## config.mk

```make
export PLATFORM = sky130hd
export DESIGN_NAME = dbg_byte_stealer
export DESIGN_NICKNAME = d
export VERILOG_FILES = /design/src/rtl/dbs_pkg.sv /design/src/rtl/dbs_cursor.sv /design/src/rtl/dbs_bytebuf.sv /design/src/rtl/dbs_fsm.sv /design/src/rtl/dbg_byte_stealer.sv
export SDC_FILE = /design/constraint.sdc
export NUM_CORES = 1
export LEC_CHECK = 0
export ABC_AREA = 1
export BUFFER_PORTS_ARGS = -buffer_cell sky130_fd_sc_hd__buf_2
export CAP_MARGIN = 0
export CORE_AREA = 3 3 84 86
export DETAILED_ROUTE_END_ITERATION = 12
export DIE_AREA = 0 0 87 89
export SLEW_MARGIN = 10
export SYNTH_ARGS = -nofsm -noshare
export SYNTH_HDL_FRONTEND = slang
export SYNTH_HIERARCHICAL = 1
export SYNTH_SLANG_ARGS = --single-unit
```

## constraint.sdc

```tcl
create_clock -name clk -period 1.89 [get_ports clk]
set_input_delay 0.2835 -clock clk [delete_from_list [all_inputs] [get_ports clk]]
set_output_delay 0.2835 -clock clk [all_outputs]
set_load 0.01 [all_outputs]
```

## src/rtl/dbs_pkg.sv

```systemverilog
package dbs_pkg;
    typedef enum logic [2:0] {
        S_IDLE = 3'd0,
        S_WAIT = 3'd1,
        S_REQ  = 3'd2,
        S_XFER = 3'd3,
        S_LOAD = 3'd4
    } dbs_state_e;
endpackage

```

## src/rtl/dbs_cursor.sv

```systemverilog
// Address and remaining-count tracker for the current command.
module dbs_cursor #(
    parameter int AW = 16,
    parameter int CW = 8
) (
    input  logic          clk,
    input  logic          rst_n,
    input  logic          load,
    input  logic          step,
    input  logic [AW-1:0] ld_addr,
    input  logic [CW-1:0] ld_count,
    input  logic          ld_write,
    output logic [AW-1:0] addr,
    output logic          is_write,
    output logic          last,
    output logic          empty
);
    logic [CW-1:0] remain;

    always_ff @(posedge clk) begin
        if (!rst_n) begin
            addr     <= '0;
            remain   <= '0;
            is_write <= 1'b0;
        end else if (load) begin
            addr     <= ld_addr;
            remain   <= ld_count;
            is_write <= ld_write;
        end else if (step) begin
            addr     <= addr + AW'(1);
            remain   <= remain - CW'(1);
        end
    end

    assign last  = (remain == CW'(1));
    assign empty = (remain == '0);
endmodule

```

## src/rtl/dbs_bytebuf.sv

```systemverilog
// Holds the byte waiting to be written and the byte just read.
module dbs_bytebuf #(
    parameter int DW = 8
) (
    input  logic          clk,
    input  logic          rst_n,
    input  logic          wcap,
    input  logic [DW-1:0] wbyte_in,
    input  logic          rcap,
    input  logic [DW-1:0] rbyte_in,
    output logic [DW-1:0] wbyte,
    output logic [DW-1:0] rbyte
);
    always_ff @(posedge clk) begin
        if (!rst_n) begin
            wbyte <= '0;
            rbyte <= '0;
        end else begin
            if (wcap) wbyte <= wbyte_in;
            if (rcap) rbyte <= rbyte_in;
        end
    end
endmodule

```

## src/rtl/dbs_fsm.sv

```systemverilog
// Sequencer: one bus steal per byte, paced by the serial link.
module dbs_fsm
    import dbs_pkg::*;
(
    input  logic clk,
    input  logic rst_n,
    input  logic cmd_take,
    input  logic is_write,
    input  logic last,
    input  logic empty,
    input  logic rx_valid,
    input  logic tx_empty,
    input  logic bus_grant,
    output logic busy,
    output logic load,
    output logic step,
    output logic wcap,
    output logic bus_req,
    output logic mem_we,
    output logic mem_re,
    output logic tx_load
);
    dbs_state_e state, state_nx;

    always_ff @(posedge clk) begin
        if (!rst_n) state <= S_IDLE;
        else        state <= state_nx;
    end

    always_comb begin
        state_nx = state;
        busy     = 1'b1;
        load     = 1'b0;
        step     = 1'b0;
        wcap     = 1'b0;
        bus_req  = 1'b0;
        mem_we   = 1'b0;
        mem_re   = 1'b0;
        tx_load  = 1'b0;
        unique case (state)
            S_IDLE: begin
                busy = 1'b0;
                if (cmd_take) begin
                    load     = 1'b1;
                    state_nx = S_WAIT;
                end
            end
            S_WAIT: begin
                if (is_write) begin
                    if (rx_valid) begin
                        wcap     = 1'b1;
                        state_nx = S_REQ;
                    end
                end else if (tx_empty) begin
                    state_nx = S_REQ;
                end
            end
            S_REQ: begin
                bus_req = 1'b1;
                if (bus_grant) state_nx = S_XFER;
            end
            S_XFER: begin
                bus_req = 1'b1;
                step    = 1'b1;
                if (is_write) begin
                    mem_we   = 1'b1;
                    state_nx = last ? S_IDLE : S_WAIT;
                end else begin
                    mem_re   = 1'b1;
                    state_nx = S_LOAD;
                end
            end
            S_LOAD: begin
                tx_load  = 1'b1;
                state_nx = empty ? S_IDLE : S_WAIT;
            end
            default: state_nx = S_IDLE;
        endcase
    end
endmodule

```

## src/rtl/dbg_byte_stealer.sv

```systemverilog
module dbg_byte_stealer #(
    parameter int AW = 16,
    parameter int CW = 8
) (
    input  logic          clk,
    input  logic          rst_n,
    input  logic          cmd_valid,
    input  logic [AW-1:0] cmd_addr,
    input  logic [CW-1:0] cmd_count,
    input  logic          cmd_write,
    output logic          busy,
    input  logic          rx_valid,
    input  logic [7:0]    rx_data,
    input  logic          tx_empty,
    output logic          tx_load,
    output logic [7:0]    tx_data,
    output logic          bus_req,
    input  logic          bus_grant,
    output logic [AW-1:0] mem_addr,
    output logic [7:0]    mem_wdata,
    output logic          mem_we,
    output logic          mem_re,
    input  logic [7:0]    mem_rdata
);
    logic cmd_take, load, step, wcap, is_write, last, empty;

    assign cmd_take = cmd_valid && (cmd_count != '0);

    dbs_fsm u_fsm (
        .clk(clk), .rst_n(rst_n), .cmd_take(cmd_take), .is_write(is_write),
        .last(last), .empty(empty), .rx_valid(rx_valid), .tx_empty(tx_empty),
        .bus_grant(bus_grant), .busy(busy), .load(load), .step(step),
        .wcap(wcap), .bus_req(bus_req), .mem_we(mem_we), .mem_re(mem_re),
        .tx_load(tx_load)
    );

    dbs_cursor #(.AW(AW), .CW(CW)) u_cursor (
        .clk(clk), .rst_n(rst_n), .load(load), .step(step),
        .ld_addr(cmd_addr), .ld_count(cmd_count), .ld_write(cmd_write),
        .addr(mem_addr), .is_write(is_write), .last(last), .empty(empty)
    );

    dbs_bytebuf #(.DW(8)) u_buf (
        .clk(clk), .rst_n(rst_n), .wcap(wcap), .wbyte_in(rx_data),
        .rcap(mem_re), .rbyte_in(mem_rdata), .wbyte(mem_wdata), .rbyte(tx_data)
    );
endmodule

```

==> summary.txt <==
YS warnings - 6
Cts bufs inserted - 5
Final Wtd Congestion - 0.8105
P&R area growth vs syn - 22.79%
Fmax - 576.4 MHz
# clock sinks - 44
Global route overflow - 0
Syn_area_per_cell - 6.587 um^2
Endpoint class of the critical path - output pin
HPWL Detailed - 4.921 mm
Worst hold slack - 0.2394 ns
First-pass GRT wire length - 10.65 mm
Rel. slew slack - 0.6900
Final net count - 521
Detailed Route Iter0 Violations - 139
Largest net degree at the start of global routing - 22
Routed vias - 2,571
Sequential area share after synthesis - 0.3465
Critical Path AT - 1.45 ns
CTS tree - built
Vias per cell - 4.692
Die height - 89 um
PortBufs - 83
Internal power - 1.915 mW
Post-CTS setup buffer count - 0
Die Wd - 87 um
Worst Path Required - 1.61 ns
Most frequent cells in the layout - 92 x nand2_1, 83 x buf_2, 67 x nor2_1, 50 x inv_1, 42 x dfxtp_1
Final Non-Filler Cells - 548
Maxcap violations - 0
Total GRT Usage - 0.1696
Crit Path Max Fanout - 6
Clk Latency, worst-skew pair - 0.30 ns
DRT Pass-1 Iters - 4
Period utilization - 0.9179
Antenna Nets Post-Route - 0
Clock Skews - 0.01240 ns
Post-synthesis register bit count - 44
CP max stage cell - dfxtp_2
Hold_buf cts - 0
Clock network fraction of total power - 0.235
Tmin final - 1.735 ns
CP peak stage delay - 0.38 ns
Multi-input gate area - 1356 um^2
Worst Hold Class - in -> reg
P_sw - 1.155 mW
Initial Util - 0.4004
Commonest non-fill, non-tap cell in the layout - nand2_1
Leak Pwr - 1.568 nW
IO Pins - 84
# placed instances - 540
Final Hold Violating Endpoints - 0
Vias in the first global route - 2,278
Worst Setup Path Type - reg -> out
Syn nets - 437
Worst Tran Pin Value - 0.4645 ns
Comb pwr share - 0.357
Reg clk slew, reported paths - 0.08 ns
Initial antenna violation count - 0
Fin. max-slew vios - 0
Cell Chain, Critical Path - nand2_1 -> nor2_4 -> inv_1 -> nor2_2 -> buf_2
Core Box Area - 6350 um^2
Root buf cell - clkbuf_8
Die Area - 7743 um^2
Setup Viol. Count Final - 0
Max IR drop VDD - 0.3637 mV
CTS H-tree depth - 2
Share of cells above drive strength 1 - 0.2739
FF+latch area - 883.3 um^2
Fin Setup TNS - 0 ns
Mapped Cells - 386
Wire per inst - 11.86 um
Drt drc - 0
P per Cell Area - 983.3 nW/um^2
Sequential Power Share - 0.408
RSZ-0062 raised after global routing - no
Cell area after synthesis - 2542 um^2
Status - complete, no violations
Cell row count - 29
Netlist cell types - 30
CP startpoint kind - register
Switch share - 0.3761
Max clock buf depth - 2
Fill cells - 706
Total length of routed wires - 6.499 mm
Antenna diodes - 0
## cells by family (layout without fill, tap and decap cells)
group,Yosys count,after routing,share of synthesized area
AO/OA/AOI/OAI,51,51,0.1191
XOR/XNOR,8,8,0.02756
adder cells (fa/ha/maj),4,4,0.01969
buffers and inverters,68,153,0.1250
flip-flops,44,44,0.3465
AND/OR/NAND/NOR,211,211,0.3622
## cell usage after synthesis (all sizes together)
| library cell | n | area share |
|---|---|---|
| a21oi | 19 | 0.040 |
| a22o | 1 | 0.0034 |
| a22oi | 9 | 0.027 |
| a31oi | 3 | 0.0074 |
| buf | 10 | 0.039 |
| clkbuf | 4 | 0.0059 |
| dfxtp | 44 | 0.35 |
| ha | 4 | 0.020 |
| inv | 54 | 0.080 |
| nand2 | 101 | 0.16 |
| nand3 | 25 | 0.055 |
| nand4 | 6 | 0.015 |
| nor2 | 77 | 0.13 |
| nor3 | 2 | 0.0039 |
| o211ai | 1 | 0.0030 |
| o21ai | 16 | 0.033 |
| o21bai | 1 | 0.0030 |
| o22ai | 1 | 0.0025 |
| xnor2 | 1 | 0.0034 |
| xor2 | 7 | 0.024 |
## power by group through the flow
stage / Sequential, mW / Combinational, mW / Clock (mW)
2_1_floorplan: 1.28 / 0.726 / 0
3_3_place_gp: 1.26 / 1.08 / 0
3_5_place_dp: 1.27 / 1.09 / 0
4_1_cts: 1.25 / 1.10 / 0.746
5_1_grt: 1.28 / 1.24 / 0.785
6_report: 1.25 / 1.10 / 0.721
## routing by layer
metal  up-vias  global-route usage  part of all wire  wire, um
met5         -                   0                 0         0
met4         0             0.03541            0.0075        49
met3         4             0.03226             0.082       535
met2        88              0.2643              0.41      2694
met1      1108              0.2437              0.50      3220
li1       1371                   -                 -         -
## state kept, by name (all words and copies together), names as in the netlist
name	cells
u_cursor/remain	8
u_fsm/state	3
u_cursor/addr	16
u_buf/wbyte	8
u_buf/rbyte	8
u_cursor/is_write	1
## final cells by class
type,instances,area share
Multi-Input combinational cell,274,0.4345
Tap cell,77,0.03086
Clock inverter,2,0.01122
Sequential cell,44,0.2830
Inverter,54,0.06493
Timing Repair Buffer,91,0.1523
Clock buffer,6,0.02325
## critical path: cells and delay by family, from the launching register on
family | cells | cell delay (ns)
buffers and inverters | 2 | 0.30
flip-flops | 1 | 0.38
AND/OR/NAND/NOR | 3 | 0.48
## path summary, 6_finish.rpt
path | start | to | slack [ns] | cells after the start
setup / recovery | u_fsm/state[0]$_SDFFE_PN0P_ | mem_re | 0.16 | 5
hold / removal | cmd_write | u_cursor/is_write$_SDFFE_PN0P_ | 0.24 | 3
setup reg to reg | u_fsm/state[0]$_SDFFE_PN0P_ | u_cursor/remain[6]$_SDFFE_PN0P_ | 0.22 | 10
hold reg to reg | u_buf/rbyte[2]$_SDFFE_PN0P_ | u_buf/rbyte[2]$_SDFFE_PN0P_ | 0.47 | 2
## repair_timing
item / CTS / global route
endpoints found under the setup margin: 1 / 4
pin swaps: 0 / 0
gates resized for setup: 1 / 4
## per-stage QoR
| stage | utilization | setup slack [ns] | area [um^2] | power (mW) |
|---|---|---|---|---|
| floorplan | - | 0.3532 | 2542 | 2.006 |
| global placement | 0.4723 | 0.01399 | 2999 | 2.346 |
| detailed placement | 0.4723 | -0.03098 | 2999 | 2.355 |
| CTS | 0.4900 | 0.01659 | 3112 | 3.091 |
| global route | 0.4916 | 0.01879 | 3122 | 3.310 |
| finish | 0.4916 | 0.1552 | 3122 | 3.069 |
(Power assumes the default switching activity.)
